===== src/rtl/xfer_pkg.sv =====
`timescale 1ns/1ps
package xfer_pkg;

  // Strobes from the control FSM to the datapath
  typedef struct packed {
    logic grant;   // a paced cycle starts this clock
    logic latch;   // capture read data
    logic step;    // advance both pointers
    logic dec;     // one cycle completed
    logic finish;  // count exhausted
    logic fail;    // error stop
  } xfer_strobe_t;

  localparam logic [1:0] REG_SRC  = 2'd0;
  localparam logic [1:0] REG_DST  = 2'd1;
  localparam logic [1:0] REG_CNT  = 2'd2;
  localparam logic [1:0] REG_CTRL = 2'd3;

  localparam int EN_BIT       = 0;
  localparam int FIN_BIT      = 1;
  localparam int FIN_EN_BIT   = 2;
  localparam int BURST_BIT    = 3;
  localparam int ERR_BIT      = 4;
  localparam int ERR_EN_BIT   = 5;
  localparam int SRC_SIDE_BIT = 6;
  localparam int DST_SIDE_BIT = 7;
  localparam int SRC_STEP_LSB = 8;
  localparam int DST_STEP_LSB = 12;
  localparam int DST_LINE_LSB = 16;
  localparam int WIDTH_LSB    = 20;
  localparam int SRC_LINE_LSB = 24;
  localparam logic [31:0] CTRL_MASK = 32'h0F3F_77FF;

  // Signed pointer increment for a three-bit step code
  function automatic logic [31:0] stepOf(input logic [2:0] code, input logic burstOn);
    logic [31:0] mag;
    unique case (code[1:0])
      2'd0:    mag = 32'd0;
      2'd1:    mag = 32'd1;
      2'd2:    mag = 32'd2;
      default: mag = 32'd4;
    endcase
    if (burstOn) mag = mag << 2;
    return code[2] ? (~mag + 32'd1) : mag;
  endfunction

endpackage


===== src/rtl/xfer_ctrl.sv =====
`timescale 1ns/1ps
module xfer_ctrl
  import xfer_pkg::*;
#(
  parameter int BURST_BEATS = 4
) (
  input  logic         clk,
  input  logic         rstN,
  input  logic         enable,
  input  logic         burst,
  input  logic         widthBad,
  input  logic         cntZero,
  input  logic         reqOk,
  input  logic         rdReady,
  input  logic         rdErr,
  input  logic         wrReady,
  input  logic         wrErr,
  output logic         rdValid,
  output logic         wrValid,
  output xfer_strobe_t strobe
);
  localparam int BEAT_W = (BURST_BEATS > 1) ? $clog2(BURST_BEATS) : 1;
  localparam logic [BEAT_W-1:0] LAST_BURST = BEAT_W'(BURST_BEATS - 1);

  typedef enum logic [1:0] {S_IDLE, S_WAIT, S_READ, S_WRITE} state_t;

  state_t state, stateNext;
  logic [BEAT_W-1:0] beat, beatNext;
  logic lastBeat;

  assign lastBeat = burst ? (beat == LAST_BURST) : 1'b1;

  always_comb begin
    stateNext = state;
    beatNext  = beat;
    strobe    = '0;
    rdValid   = 1'b0;
    wrValid   = 1'b0;
    unique case (state)
      S_IDLE: begin
        if (enable) begin
          if (widthBad) strobe.fail = 1'b1;
          else          stateNext   = S_WAIT;
        end
      end
      S_WAIT: begin
        if (cntZero) begin
          strobe.finish = 1'b1;
          stateNext     = S_IDLE;
        end else if (reqOk) begin
          strobe.grant = 1'b1;
          beatNext     = '0;
          stateNext    = S_READ;
        end
      end
      S_READ: begin
        rdValid = 1'b1;
        if (rdReady) begin
          if (rdErr) begin
            strobe.fail = 1'b1;
            stateNext   = S_IDLE;
          end else begin
            strobe.latch = 1'b1;
            stateNext    = S_WRITE;
          end
        end
      end
      default: begin
        wrValid = 1'b1;
        if (wrReady) begin
          if (wrErr) begin
            strobe.fail = 1'b1;
            stateNext   = S_IDLE;
          end else begin
            strobe.step = 1'b1;
            if (lastBeat) begin
              strobe.dec = 1'b1;
              stateNext  = S_WAIT;
            end else begin
              beatNext  = beat + 1'b1;
              stateNext = S_READ;
            end
          end
        end
      end
    endcase
  end

  always_ff @(posedge clk) begin
    if (!rstN) begin
      state <= S_IDLE;
      beat  <= '0;
    end else begin
      state <= stateNext;
      beat  <= beatNext;
    end
  end


  one_side_chk: assert property (@(posedge clk) disable iff (!rstN)
    !(rdValid && wrValid));


  rd_hold_chk: assert property (@(posedge clk) disable iff (!rstN)
    (rdValid && !rdReady) |=> rdValid);


  term_excl_chk: assert property (@(posedge clk) disable iff (!rstN)
    !(strobe.finish && strobe.fail));


  no_idle_beat_chk: assert property (@(posedge clk) disable iff (!rstN)
    !enable |-> !(rdValid || wrValid));

endmodule


===== src/rtl/xfer_dp.sv =====
`timescale 1ns/1ps
module xfer_dp
  import xfer_pkg::*;
#(
  parameter int ADDR_W    = 32,
  parameter int CNT_W     = 24,
  parameter int NUM_LINES = 16
) (
  input  logic                 clk,
  input  logic                 rstN,
  input  logic                 regWrEn,
  input  logic [1:0]           regAddr,
  input  logic [31:0]          regWrData,
  output logic [31:0]          regRdData,
  input  xfer_strobe_t         strobe,
  input  logic [31:0]          rdData,
  input  logic [NUM_LINES-1:0] dmaReq,
  output logic [NUM_LINES-1:0] dmaGrant,
  output logic [ADDR_W-1:0]    srcAddr,
  output logic [ADDR_W-1:0]    dstAddr,
  output logic [31:0]          dataOut,
  output logic                 enable,
  output logic                 burst,
  output logic                 widthBad,
  output logic                 cntZero,
  output logic                 reqOk,
  output logic                 srcSide,
  output logic                 dstSide,
  output logic [1:0]           xferSize,
  output logic                 irqDone,
  output logic                 irqErr
);
  localparam int LINE_W = $clog2(NUM_LINES);

  logic [31:0]       ctrlReg, ctrlNext;
  logic [CNT_W-1:0]  cnt;
  logic [LINE_W-1:0] srcLine, dstLine;
  logic [31:0]       srcStep, dstStep;
  logic              idleWr;

  assign enable   = ctrlReg[EN_BIT];
  assign burst    = ctrlReg[BURST_BIT];
  assign srcSide  = ctrlReg[SRC_SIDE_BIT];
  assign dstSide  = ctrlReg[DST_SIDE_BIT];
  assign xferSize = ctrlReg[WIDTH_LSB +: 2];
  assign widthBad = (xferSize == 2'b11);
  assign cntZero  = (cnt == '0);
  assign srcLine  = ctrlReg[SRC_LINE_LSB +: LINE_W];
  assign dstLine  = ctrlReg[DST_LINE_LSB +: LINE_W];
  assign reqOk    = ((srcLine == '0) || dmaReq[srcLine]) &&
                    ((dstLine == '0) || dmaReq[dstLine]);
  assign irqDone  = ctrlReg[FIN_BIT] && ctrlReg[FIN_EN_BIT];
  assign irqErr   = ctrlReg[ERR_BIT] && ctrlReg[ERR_EN_BIT];
  assign srcStep  = stepOf(ctrlReg[SRC_STEP_LSB +: 3], burst);
  assign dstStep  = stepOf(ctrlReg[DST_STEP_LSB +: 3], burst);
  assign idleWr   = regWrEn && !enable;

  // Grant pulses on each selected nonzero line
  for (genvar i = 0; i < NUM_LINES; i++) begin : g_grant
    if (i == 0) begin : g_none
      assign dmaGrant[i] = 1'b0;
    end else begin : g_line
      assign dmaGrant[i] = strobe.grant &&
                           ((srcLine == LINE_W'(i)) || (dstLine == LINE_W'(i)));
    end
  end

  // Control word: software update first, hardware events override
  always_comb begin
    ctrlNext = ctrlReg;
    if (regWrEn && regAddr == REG_CTRL) begin
      if (!enable) ctrlNext = regWrData & CTRL_MASK;
      ctrlNext[FIN_BIT] = ctrlReg[FIN_BIT] & regWrData[FIN_BIT];
      ctrlNext[ERR_BIT] = ctrlReg[ERR_BIT] & regWrData[ERR_BIT];
    end
    if (strobe.finish) begin
      ctrlNext[EN_BIT]  = 1'b0;
      ctrlNext[FIN_BIT] = 1'b1;
    end
    if (strobe.fail) begin
      ctrlNext[EN_BIT]  = 1'b0;
      ctrlNext[ERR_BIT] = 1'b1;
    end
  end

  always_ff @(posedge clk) begin
    if (!rstN) begin
      ctrlReg <= '0;
      srcAddr <= '0;
      dstAddr <= '0;
      cnt     <= '0;
      dataOut <= '0;
    end else begin
      ctrlReg <= ctrlNext;
      if (idleWr && regAddr == REG_SRC) srcAddr <= regWrData[ADDR_W-1:0];
      if (idleWr && regAddr == REG_DST) dstAddr <= regWrData[ADDR_W-1:0];
      if (idleWr && regAddr == REG_CNT) cnt     <= regWrData[CNT_W-1:0];
      if (strobe.step) begin
        srcAddr <= srcAddr + srcStep[ADDR_W-1:0];
        dstAddr <= dstAddr + dstStep[ADDR_W-1:0];
      end
      if (strobe.dec)   cnt     <= cnt - 1'b1;
      if (strobe.latch) dataOut <= rdData;
    end
  end

  always_comb begin
    unique case (regAddr)
      REG_SRC: regRdData = 32'(srcAddr);
      REG_DST: regRdData = 32'(dstAddr);
      REG_CNT: regRdData = 32'(cnt);
      default: regRdData = ctrlReg;
    endcase
  end


  no_underflow_chk: assert property (@(posedge clk) disable iff (!rstN)
    strobe.dec |-> !cntZero);


  stop_flag_chk: assert property (@(posedge clk) disable iff (!rstN)
    $fell(enable) |-> (ctrlReg[FIN_BIT] || ctrlReg[ERR_BIT]));


  busy_hold_chk: assert property (@(posedge clk) disable iff (!rstN)
    ($past(enable) && enable && !$past(strobe.step)) |-> $stable(srcAddr));


  grant_idle_chk: assert property (@(posedge clk) disable iff (!rstN)
    !enable |-> (dmaGrant == '0));

endmodule


===== src/rtl/xfer_channel.sv =====
`timescale 1ns/1ps
module xfer_channel
  import xfer_pkg::*;
#(
  parameter int ADDR_W      = 32,
  parameter int CNT_W       = 24,
  parameter int NUM_LINES   = 16,
  parameter int BURST_BEATS = 4
) (
  input  logic                 clk,
  input  logic                 rstN,
  input  logic                 regWrEn,
  input  logic [1:0]           regAddr,
  input  logic [31:0]          regWrData,
  output logic [31:0]          regRdData,
  input  logic [NUM_LINES-1:0] dmaReq,
  output logic [NUM_LINES-1:0] dmaGrant,
  output logic                 rdValid,
  output logic [ADDR_W-1:0]    rdAddr,
  output logic                 rdSide,
  output logic [1:0]           rdSize,
  input  logic                 rdReady,
  input  logic [31:0]          rdData,
  input  logic                 rdErr,
  output logic                 wrValid,
  output logic [ADDR_W-1:0]    wrAddr,
  output logic                 wrSide,
  output logic [1:0]           wrSize,
  output logic [31:0]          wrData,
  input  logic                 wrReady,
  input  logic                 wrErr,
  output logic                 irqDone,
  output logic                 irqErr
);
  xfer_strobe_t strobe;
  logic enable, burst, widthBad, cntZero, reqOk;
  logic [1:0] xferSize;

  xfer_ctrl #(.BURST_BEATS(BURST_BEATS)) u_ctrl (
    .clk(clk), .rstN(rstN), .enable(enable), .burst(burst), .widthBad(widthBad),
    .cntZero(cntZero), .reqOk(reqOk), .rdReady(rdReady), .rdErr(rdErr),
    .wrReady(wrReady), .wrErr(wrErr), .rdValid(rdValid), .wrValid(wrValid),
    .strobe(strobe)
  );

  xfer_dp #(.ADDR_W(ADDR_W), .CNT_W(CNT_W), .NUM_LINES(NUM_LINES)) u_dp (
    .clk(clk), .rstN(rstN), .regWrEn(regWrEn), .regAddr(regAddr),
    .regWrData(regWrData), .regRdData(regRdData), .strobe(strobe),
    .rdData(rdData), .dmaReq(dmaReq), .dmaGrant(dmaGrant),
    .srcAddr(rdAddr), .dstAddr(wrAddr), .dataOut(wrData),
    .enable(enable), .burst(burst), .widthBad(widthBad), .cntZero(cntZero),
    .reqOk(reqOk), .srcSide(rdSide), .dstSide(wrSide), .xferSize(xferSize),
    .irqDone(irqDone), .irqErr(irqErr)
  );

  assign rdSize = xferSize;
  assign wrSize = xferSize;

endmodule


===== config.mk =====
export PLATFORM = sky130hd
export DESIGN_NAME = xfer_channel
export DESIGN_NICKNAME = d
export VERILOG_FILES = /design/src/rtl/xfer_pkg.sv /design/src/rtl/xfer_ctrl.sv /design/src/rtl/xfer_dp.sv /design/src/rtl/xfer_channel.sv
export SDC_FILE = /design/constraint.sdc
export NUM_CORES = 1
export LEC_CHECK = 0
export BUFFER_PORTS_ARGS = -buffer_cell sky130_fd_sc_hd__buf_2
export CAP_MARGIN = 20
export CORE_MARGIN = 2
export CORE_UTILIZATION = 40
export CTS_CLUSTER_DIAMETER = 120
export CTS_CLUSTER_SIZE = 25
export DETAILED_ROUTE_END_ITERATION = 6
export GPL_TIMING_DRIVEN = 0
export SYNTH_ARGS = -nofsm -noshare
export SYNTH_HDL_FRONTEND = slang
export SYNTH_HIERARCHICAL = 1
export SYNTH_SLANG_ARGS = --single-unit
export TNS_END_PERCENT = 10

===== constraint.sdc =====
create_clock -name clk -period 8.6 [get_ports clk]
set_input_delay 0.86 -clock clk [delete_from_list [all_inputs] [get_ports clk]]
set_output_delay 0.86 -clock clk [all_outputs]
set_load 0.01 [all_outputs]

# [After elaboration in Yosys (flattened, before gate mapping)]
# Cells that the tools add are included.
[word_totals] elab_cells=194 in_bits=89 reg_bits=148 out_inout_bits=154
[classes] magnitude_cmp=2 bitwise_logic=7 n_eq_ne=49 add_sub_neg=6 n_mux=59 n_reduce_logical=61
[op_table] op="$mux W32" n=7
[op_table] op="$pmux W32 S3" n=1
[op_table] op="$add A32 B1 Y32 const B" n=2
[op_table] op="$add A32 B32 Y32" n=2
[op_table] op="$eq A4 B4 Y1 const B" n=16
[op_table] op="$mux W24" n=2
[op_table] op="$mux W2" n=18
[op_table] op="$eq A4 B3 Y1 const B" n=8
[op_table] op="$not A32 Y32" n=1
[op_table] op="$not A5 Y32" n=1
[op_table] op="$logic_not A24 Y1" n=1
[op_table] op="$sub A24 B1 Y24 const B" n=1
[op_table] op="$logic_and A1 B1 Y1" n=23
[op_table] op="$mux W1" n=21
[op_table] op="$pmux W3 S3" n=2
[op_table] op="$logic_or A1 B1 Y1" n=17
[op_table] op="$eq A4 B2 Y1 const B" n=4
[op_table] op="$eq A2 B2 Y1 const B" n=7
[op_table] op="$reduce_bool A2 Y1" n=6
[op_table] op="$lt A4 B5 Y1 const B" n=2
[op_table] op="$mux W5" n=2
[op_table] op="$ne A2 B2 Y1 const B" n=5
[op_table] op="$bmux W1 S4" n=2
[op_table] op="$eq A2 B1 Y1 const B" n=4
[op_table] op="19 further kinds" n=29

# [Depth between registers and ports, before layout]
# Gate-level depths: netlist of run 1.
[depth] ltp_word=8 mapped_depth=15 depth_no_buf=14

# [By module]
# The synthesis of run 1 kept the hierarchy.
[modules_own_cells] mod="xfer_dp" seq_area_each_um2=2882.8 instances=1 cells_each=1362 area_each_um2=11060.6
[modules_own_cells] mod="xfer_ctrl" seq_area_each_um2=80.1 instances=1 cells_each=48 area_each_um2=380.4
[modules_own_cells] mod="xfer_channel" seq_area_each_um2=0.0 instances=1 cells_each=2 area_each_um2=15.0

# [Least setup slack after synthesis of run 1]
# Ideal clock, no wire load.
[synth_timing] kind="reg-to-reg" from="register u_dp.ctrlReg[8]" to="register u_dp.srcAddr[28]" setup_time_ps=133 path_buffers=2 t_arrival_ps=3613 path_stages_with_launch=13 synth_period_minus_slack_ps=3746 required_ps=8467 slack_ps=4854 cell_sequence="dfxtp_1 -> clkbuf_1 -> nor2_1 -> nor2_1 -> ha_1 -> clkbuf_1 -> a21o_1 -> a21o_1 -> a211o_1 -> a221oi_1 -> o31a_1 -> and4b_1 -> nor4_1"
[synth_between] elab_chain_cells=8 word_cells_on_any_way=10 classes_between="2 x add/sub; 2 x eq/ne; 4 x mux; 1 x bitwise; 1 x reduce/logical"
[synth_lines] item="start, declared" line="xfer_dp.sv:35" text="logic [31:0] ctrlReg, ctrlNext;"
[synth_lines] item="start signal, assigned" line="xfer_dp.sv:94" text="ctrlReg <= ctrlNext;"
[synth_lines] item="$eq A2 B2 Y1 (tied with other cells)" line="xfer_pkg.sv:37" text="unique case (code[1:0])"
[synth_lines] item="$pmux W3 S3 (*)" line="xfer_pkg.sv:37"
[synth_lines] item="$mux W32 (*)" line="xfer_pkg.sv:43" text="if (burstOn) mag = mag << 2;"
[synth_lines] item="$not A32 Y32" line="xfer_pkg.sv:44" text="return code[2] ? (~mag + 32'd1) : mag;"
[synth_lines] item="$add A32 B1 Y32" line="xfer_pkg.sv:44"
[synth_lines] item="$mux W32 (*)" line="xfer_pkg.sv:44"
[synth_lines] item="$add A32 B32 Y32 (*)" line="xfer_dp.sv:99" text="srcAddr <= srcAddr + srcStep[ADDR_W-1:0];"
[synth_lines] item="$mux W32 (*)" line="xfer_dp.sv:98" text="if (strobe.step) begin"
[synth_lines] item="end signal, assigned" line="xfer_dp.sv:95" text="if (idleWr && regAddr == REG_SRC) srcAddr <= regWrData[ADDR_W-1:0];"
[synth_lines] item="end signal, assigned" line="xfer_dp.sv:99"
[synth_lines] item="end, declared" line="xfer_dp.sv:19" text="output logic [ADDR_W-1:0] srcAddr,"
# Mark *: on every way between the ends. The rest lies on a longest branch, timed or not.
# A chain may end at the register's enable or synchronous reset.

# [Final worst setup path of run 1]
[layout_timing] from="register u_dp.ctrlReg[12]" to="register u_dp.dstAddr[29]"
[layout_between] elab_chain_cells=8 word_cells_on_any_way=10 classes_between="2 x add/sub; 2 x eq/ne; 4 x mux; 1 x bitwise; 1 x reduce/logical"
[layout_lines] item="$eq A2 B2 Y1 (tied with other cells)" line="xfer_pkg.sv:37"
[layout_lines] item="$pmux W3 S3 (*)" line="xfer_pkg.sv:37"
[layout_lines] item="$mux W5 (*)" line="xfer_pkg.sv:43"
[layout_lines] item="$not A5 Y32" line="xfer_pkg.sv:44"
[layout_lines] item="$add A32 B1 Y32" line="xfer_pkg.sv:44"
[layout_lines] item="$mux W32 (*)" line="xfer_pkg.sv:44"
[layout_lines] item="$add A32 B32 Y32 (*)" line="xfer_dp.sv:100" text="dstAddr <= dstAddr + dstStep[ADDR_W-1:0];"
[layout_lines] item="$mux W32 (*)" line="xfer_dp.sv:98"
[layout_lines] item="end signal, assigned" line="xfer_dp.sv:96" text="if (idleWr && regAddr == REG_DST) dstAddr <= regWrData[ADDR_W-1:0];"
[layout_lines] item="end signal, assigned" line="xfer_dp.sv:100"
[layout_lines] item="end, declared" line="xfer_dp.sv:20" text="output logic [ADDR_W-1:0] dstAddr,"
# Marked as above.

==> results.txt, run 1 <==
Complex-gate fraction of the synthesized area - 23.7%
Post-synthesis xor/xnor area fraction - 3.52%
Max Slew Vio Count - 0
Clk buf depth - 2
Register area share after synthesis - 25.9%
Final std cells w/o fill - 2,061
Top cells by area, synth - dfxtp_1, mux2i_1, ha_1, a21oi_1, mux4_2
LEAKAGE - 5.87 nW
Status - completed
Aggregate global-route resource usage - 29.6%
Post-DRT Antenna Nets - 0
Post-Synth Adder-Cell Area - 7.56%
Synth cell types - 82
Die area - 30,000 um^2
Fraction of layout instances using a drive strength above 1 - 20.2%
PnR Total Power - 1.92 mW
Global-route wire length before repair - 68,600 um
DRT Wirelength - 45,600 um
Io pins - 243
Port-buffer cells - 238
Part of the cycle the worst path needs - 57.6%
CP bufs+invs - 1
Nets - 1,827
Synthesized flop and latch total - 148
Max frequency - 202 MHz
Final number of setup-violating endpoints - 0
Slew HR - 31.1%
CTS hold repair buffers - 0
PwrDens - 139 nW/um^2
Hold crit path type - reg -> reg
Initial drt markers - 1,295
CTS tree - done
Number of fill cells in the layout - 2,871
DR pass1 iterations - 6
Syn Nets - 1,569
Share of Yosys cell area claimed by the top area cell type - 25.9%
Syn avg cell area - 8.11 um^2
Post-synthesis cell area - 11,500 um^2
Cells after DPL - 2,029
DRC viols - 0
Ys Warns - 6
Initial antenna violation count - 0
Worst vdd ir - 0.121 mV
RSZ-0062 raised after global routing - false
Die X - 173 um
Slowest Stage Delay on Critical Path - 0.58 ns
Slew @ Worst Pin - 1.03 ns
Initial core utilization - 40.9%
Crit-path max FO - 10
Number of global-route vias before repair - 11,400
Nature of the critical path startpoint - flop
Cell type of the slowest stage on the worst timing path - a21oi_1
CTS H-tree depth - 4
# clock sinks - 148
Largest family of logic cells by synthesized area - compound AO/OA/AOI/OAI gates
Placed wire-length estimate - 35,600 um
Setup Buffers After CTS - 0
Post-cts resize count - 0
Total negative setup slack - 0 ns
Placer Congestion - 0.943
Worst Setup Slack post-DPL - 3.91 ns
Top delay family on crit path - compound AO/OA/AOI/OAI gates
Most used DFF post-synth - dfxtp_1
Simple logic cell fraction of the synthesized area - 19.2%
Post-Synthesis Cells - 1,412
Clock Pin Slew Worst Setup and Hold Paths - 0.07 ns
Clock latency on the worst-skew pair - 0.44 ns
Post-synthesis async set-or-reset flop share - 0%
CP arrival - 5.29 ns
Placed cell areas - 13,100 um^2
Post-synth EDFFs - 0
Via count - 12,300
Final core occ - 49.2%
Fin crit period - 4.96 ns
CP Class - reg -> reg
Num CTS Buffers - 17
Fin Hold WS - 0.470 ns
Fin area - 13,800 um^2
Drt wl/cell - 22.1 um
Vert. Die Dim - 173 um
Grt total ovfl - 0
Cell Chain, Critical Path - clkbuf_1 -> or3b_2 -> ha_1 -> nor2b_1 -> ha_1 -> nor2_1 -> ha_1 -> a21oi_1 -> o21ai_0 -> a311oi_1 -> o21ai_0 -> a21oi_1 -> o21ai_0 -> a211o_1
Clock skew - 0.0109 ns
Vias per Instance - 5.98
CTS root buf - clkbuf_16
Cell Rows - 61
Endpoints failing hold - 0
Largest net degree at the start of global routing - 21
Ant. Diodes - 0
Mux cell area share after synthesis - 15.2%
Fin worst setup slack - 3.64 ns
Most frequent cell after synthesis - dfxtp_1
Core Area - 28,000 um^2
Required @ worst endpoint - 8.93 ns
Layout area overhead - 20.4%
Cell taking the most area after synthesis - dfxtp_1
Max cap viols - 0
Commonest cells in the netlist - dfxtp_1, nor2_1, a21oi_1, nand2_1, mux2i_1
Worst Setup End Kind - flop
report_power, final:
part	switching (mW)	internal, mW	leakage (nW)	total (mW)
Combinational	0.191	0.122	4.35	0.313
Clock	0.336	0.522	0.316	0.858
Sequential	0.0346	0.711	1.20	0.746
sequential cells by signal, indices dropped and copies added, names as in the netlist:
register,flops
u_dp/dstAddr,32
u_dp/cnt,24
u_ctrl/state,2
u_ctrl/beat,2
u_dp/srcAddr,32
u_dp/dataOut,32
u_dp/ctrlReg,24
tightest hold or removal path, cell delays in order (launching register included):
cell,delay (ns)
dfxtp_1,0.32
nand2_1,0.05
a21oi_1,0.05
layer usage:
layer / up-vias / wire length [um] / track usage [%]
li1: 5759 / - / -
met1: 5908 / 20200 / 40.7
met2: 588 / 21000 / 47.8
met3: 73 / 3380 / 5.20
met4: 0 / 1060 / 7.94
met5: - / 0 / 0
cells in the final DEF, fill, tap and decap left out, types with 21 or more instances in the layout:
cell	n
mux4_2	28
nand2_1	105
a21o_1	26
o21ai_0	77
clkbuf_1	85
mux2i_1	101
buf_2	248
dfxtp_1	148
ha_1	66
inv_1	35
o22ai_1	26
nor2_1	143
nor3_1	34
xor2_1	21
xnor2_1	25
nand3_1	28
nand4_1	30
a211oi_1	42
a21oi_1	135
area by class of cell:
class | count | area [um^2] | share of cell area, %
plain buffers | 105 | 429 | 3.11
clock inverters | 13 | 220 | 1.60
flip-flops and latches | 148 | 2960 | 21.5
well taps | 378 | 473 | 3.43
clock buffers | 19 | 433 | 3.14
repair buffers | 239 | 1210 | 8.75
inverters | 35 | 131 | 0.953
multi-input cells | 1124 | 7940 | 57.5
path summary, 6_finish.rpt:
check             slack, ns  depth (start not counted)                to              from
hold reg to reg        0.47                          2   u_dp/ctrlReg[6]   u_dp/ctrlReg[6]
setup reg to reg       3.64                         14  u_dp/dstAddr[29]  u_dp/ctrlReg[12]
hold / removal         0.47                          2   u_dp/ctrlReg[6]   u_dp/ctrlReg[6]
setup / recovery       3.64                         14  u_dp/dstAddr[29]  u_dp/ctrlReg[12]
cell families (layout without fill, tap and decap cells):
kind of cell    after synthesis  count (layout)
fa+ha+maj                    68              68
xor+xnor                     46              46
other cells                   1               1
mux                         138             138
compound gates              427             427
simple gates                444             444
flops                       148             148
buf+inv                     140             411
Power figures use the tool's default switching activity.
==> run 2: changes to the inputs <==
--- a/config.mk
+++ b/config.mk
@@ -5,6 +5,7 @@
 export SDC_FILE = /design/constraint.sdc
 export NUM_CORES = 1
 export LEC_CHECK = 0
+export ABC_AREA = 1
 export BUFFER_PORTS_ARGS = -buffer_cell sky130_fd_sc_hd__buf_2
 export CAP_MARGIN = 20
 export CORE_MARGIN = 2
==> constraint.sdc (replaced) <==
create_clock -name clk -period 4.4 [get_ports clk]
set_input_delay 0.44 -clock clk [delete_from_list [all_inputs] [get_ports clk]]
set_output_delay 0.44 -clock clk [all_outputs]
set_load 0.01 [all_outputs]
==> run 2 against run 1 <==
Effect of this change:
- utilization decreased by 1.3 points
- non-clock buffer count decreased by 35
- clock-buffer cell count unchanged
- design area is 9.6% higher
- combinational power increased to 3.6 times the previous value
- sequential share of layout area down 1.9 points
- critical path depth increased by 2
- flip-flop and latch count did not move
- first-iteration DRC count rose by 8.6%
- largest cell class unchanged
- largest power group is now registers
- highest routed layer unchanged
==> results.txt, run 2 <==
Fin area - 15,100 um^2 (+9.6%)
Nature of the critical path startpoint - flop
Post-cts resize count - 0 (unchanged)
Post-synth EDFFs - 0 (unchanged)
Endpoints failing hold - 0 (unchanged)
Worst vdd ir - 0.225 mV (+85%)
PnR Total Power - 4.13 mW (+120%)
Internal Power - 2.61 mW (+93%)
Io pins - 243 (unchanged)
DR pass1 iterations - 5 (-1)
Status - completed
Top cells by area, synth - dfxtp_1, nand2_1, inv_1, nor2_1, ha_1
Post-synthesis cell area - 12,800 um^2 (+12%)
Initial drt markers - 1,406 (+8.6%)
Syn Nets - 2,421 (+54%)
Drt wl/cell - 18.8 um (-15%)
Placed wire-length estimate - 45,700 um (+28%)
Vias per Instance - 5.33 (-11%)
Sw power - 1.52 mW (+170%)
Via count - 15,700 (+27%)
Most common cell after layout, fill and taps aside - nand2_1
Post-DRT Antenna Nets - 0 (unchanged)
Nets - 2,681 (+47%)
Part of the cycle the worst path needs - 91.4%
Num CTS Buffers - 17 (unchanged)
CP Capture Point - dmaGrant[7]
Vert. Die Dim - 183 um (+5.7%)
Port-buffer cells - 240 (+0.84%)
Slew @ Worst Pin - 0.955 ns (-0.0724 ns)
Placer Congestion - 1.01 (+6.8%)
Clock latency on the worst-skew pair - 0.44 ns (about the same)
Number of global-route vias before repair - 14,300 (+25%)
Fin Hold WS - 0.217 ns (-0.253 ns)
Number of fill cells in the layout - 3,519 (+23%)
R2R Path End - u_dp/dstAddr[14]
Max Slew Vio Count - 0 (unchanged)
Post-Synthesis Cells - 2,264 (+60%)
Post-synthesis async set-or-reset flop share - 0% (unchanged)
Global-route wire length before repair - 82,400 um (+20%)
Most frequent cells in the layout - nand2_1, inv_1, buf_2
Final std cells w/o fill - 2,938 (+43%)
Layout area overhead - 17.8%
Ys Warns - 6 (unchanged)
Syn avg cell area - 5.67 um^2 (-30%)
Fraction of layout instances using a drive strength above 1 - 14.2% (-6.0 points)
CP dominant cell by count - inv_1
Largest net degree at the start of global routing - 24 (+14%)
Placed cell areas - 14,500 um^2 (+11%)
Clock skew - 0.00984 ns (-0.00110 ns)
Crit path depth - 16 (+2)
Seq pwr share - 37.6% (-1.3 points)
CP Class - reg -> out
Die X - 183 um (+5.7%)
Ant. Diodes - 0 (unchanged)
Hold crit path type - in -> reg
DRC viols - 0 (unchanged)
Top Registers - u_dp/dataOut x32, u_dp/dstAddr x32, u_dp/srcAddr x32
Total negative setup slack - 0 ns (unchanged)
Setup Buffers After CTS - 0 (unchanged)
RSZ-0062 raised after global routing - false
Crit-path max FO - 15 (+5)
Worst Setup End Kind - primary output
Share of Yosys cell area claimed by the top area cell type - 23.1% (-2.8 points)
Aggregate global-route resource usage - 32.3% (+2.7 points)
Fin worst setup slack - 0.377 ns (-3.27 ns)
Commonest cells in the netlist - nand2_1, inv_1, nor2_1, a21oi_1, dfxtp_1
Top delay family on crit path - simple AND/OR/NAND/NOR gates
# clock sinks - 148 (unchanged)
Initial antenna violation count - 1 (+1)
Slowest Stage Delay on Critical Path - 0.43 ns (-0.15 ns)
Switching share of power - 36.8% (+7.5 points)
Clk buf depth - 2 (unchanged)
Slew HR - 36.3% (+5.2 points)
Clock power frac - 34.8% (-10 points)
CP bufs+invs - 5 (+4)
Cells after DPL - 2,907 (+43%)
Reg2reg start - u_dp/ctrlReg[3]
DRT Wirelength - 55,100 um (+21%)
CP arrival - 3.58 ns (-1.71 ns)
Final number of setup-violating endpoints - 0 (unchanged)
Most frequent cell after synthesis - nand2_1
Cell Rows - 65 (+6.6%)
R2R setup slack - 0.67 ns (-2.97 ns)
CP Launch Point - u_dp/cnt[0]
Cell type of the slowest stage on the worst timing path - nor3_1
Synthesized flop and latch total - 148 (unchanged)
CTS hold repair buffers - 0 (unchanged)
Clock Pin Slew Worst Setup and Hold Paths - 0.07 ns (about the same)
Die area - 33,500 um^2 (+12%)
Max cap viols - 0 (unchanged)
CTS H-tree depth - 4 (unchanged)
Max frequency - 249 MHz
LEAKAGE - 8.26 nW (+41%)
Worst Setup Slack post-DPL - 0.734 ns (-3.17 ns)
Combinational power share - 27.7% (+11 points)
Grt total ovfl - 0 (unchanged)
Initial core utilization - 40.7% (-0.25 points)
Cell Chain, Critical Path - inv_1 -> ha_1 -> nand2_1 -> inv_1 -> nand3_1 -> nor2_1 -> nand2_1 -> nor2_1 -> nand3_1 -> nor3_1 -> inv_1 -> nand3_1 -> nor2_1 -> inv_1 -> a21oi_1 -> buf_2
CTS root buf - clkbuf_16
Cell taking the most area after synthesis - dfxtp_1
Required @ worst endpoint - 3.96 ns (-4.97 ns)
Synth cell types - 52 (-37%)
Reg2Reg Depth - 18 (+4)
Core Area - 31,600 um^2 (+13%)
PwrDens - 274 nW/um^2 (+97%)
Most used DFF post-synth - dfxtp_1
Final core occ - 47.9% (-1.3 points)
Fin crit period - 4.02 ns
CTS tree - done
Register area share after synthesis - 23.1% (-2.8 points)
==> run 2: cell count changes in the layout (fill, tap and decap cells not counted), sizes merged, moves of 28 or more <==
cell	previous run	this run
a211oi	42	1
clkbuf	102	62
inv	40	397
mux2i	101	0
mux4	28	0
nand2	106	736
nand3	28	127
nor2	144	259
o21ai	78	152
==> run 2: worst min-delay path by stage <==
| stage | start | to | slack [ns] | cells past startpoint |
|---|---|---|---|---|
| 2_1_floorplan | u_ctrl/beat[1] | u_ctrl/beat[1] | 0.46 | 2 |
| 3_3_place_gp | u_dp/dataOut[22] | u_dp/dataOut[22] | 0.47 | 2 |
| 3_5_place_dp | u_dp/dataOut[21] | u_dp/dataOut[21] | 0.48 | 2 |
| 4_1_cts | rdData[31] | u_dp/dataOut[31] | 0.21 | 3 |
| 5_1_grt | rdData[30] | u_dp/dataOut[30] | 0.21 | 3 |
| 6_report | rdData[7] | u_dp/dataOut[7] | 0.22 | 3 |
==> run 2: final cells by class <==
cell class | count | area [um^2] | share of cell area (%)
Tap cell | 402 | 503 | 3.33
Clock buffer | 19 | 443 | 2.93
Clock inverter | 12 | 119 | 0.787
Buffer | 67 | 328 | 2.17
Timing Repair Buffer | 242 | 1220 | 8.07
Multi-Input combinational cell | 1654 | 8050 | 53.3
Sequential cell | 148 | 2960 | 19.6
Inverter | 394 | 1480 | 9.80
==> run 2: kinds of logic after synthesis <==
group | after synthesis | synth area share [%]
AND/OR/NAND/NOR | 1172 | 37.3
buffers and inverters | 462 | 14.1
AO/OA/AOI/OAI | 406 | 18.2
flip-flops | 148 | 23.1
adder cells (fa/ha/maj) | 68 | 6.75
XOR/XNOR | 7 | 0.478
other | 1 | 0.0292
==> run 2: layer usage <==
| layer | part of all wire, % | vias to the layer above | routed length, um | GRT usage [%] |
|---|---|---|---|---|
| met5 | 0 | - | 0 | 0 |
| met4 | 4.2 | 0 | 2320 | 13.5 |
| met3 | 7.5 | 102 | 4110 | 4.61 |
| met2 | 44 | 688 | 24200 | 50.8 |
| met1 | 44 | 7167 | 24500 | 44.3 |
| li1 | - | 7699 | - | - |
==> run 2: power by group through the flow <==
stage,registers (mW),clock network (mW),logic [mW]
finish,1.55,1.44,1.14
global route,1.56,1.50,1.26
CTS,1.55,1.45,1.13
detailed placement,1.58,0,1.12
global placement,1.58,0,1.11
floorplan,1.57,0,0.699
==> run 2: worst register-to-register path, cell delays in order, from the launching register on <==
cell and delay, ns:
dfxtp_1 0.31, clkbuf_1 0.24, inv_1 0.24, nand3_1 0.15, ha_1 0.22, nand2_1 0.08, a21oi_1 0.05, ha_1 0.18
nor2_1 0.58, ha_1 0.41, nand2_1 0.17, inv_1 0.06, nand2_1 0.06, nand2_1 0.07, a21oi_1 0.13, nand2_1 0.16
or2_2 0.31, a31oi_1 0.13, nor2_1 0.05
==> run 3: changes to the inputs <==
--- a/config.mk
+++ b/config.mk
@@ -6,13 +6,13 @@
 export NUM_CORES = 1
 export LEC_CHECK = 0
 export ABC_AREA = 1
-export BUFFER_PORTS_ARGS = -buffer_cell sky130_fd_sc_hd__buf_2
 export CAP_MARGIN = 20
 export CORE_MARGIN = 2
 export CORE_UTILIZATION = 40
 export CTS_CLUSTER_DIAMETER = 120
 export CTS_CLUSTER_SIZE = 25
 export DETAILED_ROUTE_END_ITERATION = 6
+export DONT_BUFFER_PORTS = 1
 export GPL_TIMING_DRIVEN = 0
 export SYNTH_ARGS = -nofsm -noshare
 export SYNTH_HDL_FRONTEND = slang
==> run 3 against run 2 <==
Effect of this change:
- clock skew shrank 0.00076 ns
- sequential power grew 3%
- critical path depth is the same
- die area is the same
- design area shrank 7.8%
- sequential share of layout area grew 1.7 points
- routed wire length shrank 2.2%
- maximum frequency shrank 0.99%
- via count shrank 6.0%
- total power shrank 2.0%
- worst setup slack lost 0.040 ns
- highest routed layer unchanged
==> results.txt, run 3 (synthesized netlist as in run 2, its figures left out) <==
CTS root buf - clkbuf_16
Fraction of layout instances using a drive strength above 1 - 5.31% (-8.9 points)
Most frequent cells in the layout - nand2_1, inv_1, nor2_1
Nets - 2,441 (-9.0%)
Hold Path Stages - 2 (-1)
DRC viols - 0 (unchanged)
CP arrival - 3.62 ns (+0.04 ns)
Fin worst setup slack - 0.336 ns (-0.0404 ns)
Most common cell after layout, fill and taps aside - nand2_1
Initial antenna violation count - 1 (unchanged)
Hold crit path type - in -> reg
Initial drt markers - 1,345 (-4.3%)
Required @ worst endpoint - 3.96 ns (about the same)
Worst Setup Slack post-DPL - 0.720 ns (-0.0141 ns)
LEAKAGE - 7.11 nW (-14%)
CTS tree - done
Number of fill cells in the layout - 3,500 (-0.54%)
Clock Pin Slew Worst Setup and Hold Paths - 0.07 ns (about the same)
Clk buf depth - 2 (unchanged)
RSZ-0062 raised after global routing - false
PwrDens - 291 nW/um^2 (+6.3%)
Largest net degree at the start of global routing - 18 (-25%)
Drt wl/cell - 20.0 um (+6.4%)
Reg2Reg Depth - 20 (+2)
Placed cell areas - 13,300 um^2 (-8.3%)
Port-buffer cells - 0 (-100%)
Max frequency - 246 MHz (-0.99%)
CTS hold repair buffers - 0 (unchanged)
Final std cells w/o fill - 2,700 (-8.1%)
Aggregate global-route resource usage - 31.5% (-0.78 points)
Hold EP - u_ctrl/state[0]
Die X - 183 um (unchanged)
# clock sinks - 148 (unchanged)
Vert. Die Dim - 183 um (unchanged)
Min-delay src - rstN
CP Class - reg -> out
Placer Congestion - 1.00 (-0.65%)
Global-route wire length before repair - 80,100 um (-2.7%)
Total negative setup slack - 0 ns (unchanged)
Clock latency on the worst-skew pair - 0.44 ns (about the same)
CTS H-tree depth - 4 (unchanged)
Post-cts resize count - 0 (unchanged)
Clock skew - 0.00908 ns (-0.000757 ns)
Placed wire-length estimate - 44,500 um (-2.7%)
Layout area overhead - 8.65%
Fin crit period - 4.06 ns (+0.0404 ns)
Reg2reg start - u_dp/ctrlReg[3]
Slew HR - 31.6% (-4.7 points)
DR pass1 iterations - 6 (+1)
Num CTS Buffers - 17 (unchanged)
Core Area - 31,600 um^2 (unchanged)
Final core occ - 44.2% (-3.7 points)
R2R Path End - u_dp/dstAddr[14]
Fin area - 13,900 um^2 (-7.8%)
DRT Wirelength - 53,900 um (-2.2%)
Worst Setup End Kind - primary output
Slew @ Worst Pin - 1.00 ns (+0.0452 ns)
Final number of setup-violating endpoints - 0 (unchanged)
Io pins - 243 (unchanged)
Cells after DPL - 2,667 (-8.3%)
Top Registers - u_dp/dataOut x32, u_dp/dstAddr x32, u_dp/srcAddr x32
Nature of the critical path startpoint - flop
Vias per Instance - 5.45 (+2.3%)
Setup Buffers After CTS - 0 (unchanged)
Die area - 33,500 um^2 (unchanged)
Via count - 14,700 (-6.0%)
Max cap viols - 0 (unchanged)
Initial core utilization - 40.7% (unchanged)
R2R setup slack - 0.64 ns (-0.03 ns)
Part of the cycle the worst path needs - 92.4% (+0.92 points)
Status - completed
Crit-path max FO - 10 (-5)
Endpoints failing hold - 0 (unchanged)
Post-DRT Antenna Nets - 0 (unchanged)
Grt total ovfl - 0 (unchanged)
Max Slew Vio Count - 0 (unchanged)
Worst vdd ir - 0.227 mV (+0.73%)
Number of global-route vias before repair - 13,500 (-5.3%)
Cell Rows - 65 (unchanged)
-- run 3: stage by stage --
| stage | power [mW] | hold WS [ns] |
|---|---|---|
| floorplan | 2.27 | 0.456 |
| global placement | 2.55 | 0.468 |
| detailed placement | 2.57 | 0.476 |
| CTS | 4.04 | 0.106 |
| global route | 4.23 | 0.109 |
| finish | 4.05 | 0.118 |
-- run 3: worst max path at each step --
stage,startpoint,to,slack (ns),cells after the start
finish,u_dp/cnt[0],dmaGrant[7],0.34,16
global route,u_dp/cnt[0],dmaGrant[7],0.08,16
CTS,u_dp/cnt[0],dmaGrant[15],0.46,16
detailed placement,u_dp/ctrlReg[3],u_dp/dstAddr[14],0.72,20
global placement,u_dp/ctrlReg[10],u_dp/srcAddr[13],0.36,14
floorplan,u_dp/ctrlReg[8],u_dp/srcAddr[13],1.43,14
-- run 3: critical path, cell delays in order, from the launching register on --
cell and delay [ns]:
dfxtp_1 0.32, inv_1 0.14, ha_1 0.19, nand2_1 0.07, inv_1 0.09, nand3_1 0.10
nor2_1 0.18, nand2_1 0.13, nor2_1 0.16, nand3_1 0.08, nor3_1 0.44, inv_1 0.17
nand3_1 0.18, nor2_1 0.13, inv_1 0.18, buf_1 0.41, a21oi_1 0.19
-- run 3: routing by layer --
metal / vias up / part of all wire [%] / GRT usage, %
li1: 7234 / - / -
met3: 130 / 9.5 / 6.57
met4: 0 / 5.6 / 16.1
met2: 714 / 43 / 49.0
met5: - / 0 / 0
met1: 6642 / 42 / 41.3
-- run 3: layout make-up --
class / instances / area, um^2 / share of cell area [%]
flip-flops and latches: 148 / 2960 / 21.3
inverters: 394 / 1480 / 10.6
repair buffers: 1 / 15.0 / 0.108
well taps: 402 / 503 / 3.61
diodes: 1 / 2.50 / 0.0180
clock buffers: 18 / 429 / 3.08
plain buffers: 68 / 332 / 2.38
multi-input cells: 1654 / 8050 / 57.8
clock inverters: 14 / 158 / 1.13
-- run 3: report_power, final --
part	total [mW]	switching, mW	internal, mW	leakage [nW]
clock	1.48	0.676	0.808	0.286
combinational	0.972	0.680	0.292	5.62
sequential	1.60	0.156	1.44	1.20
total	4.05	1.51	2.54	7.11
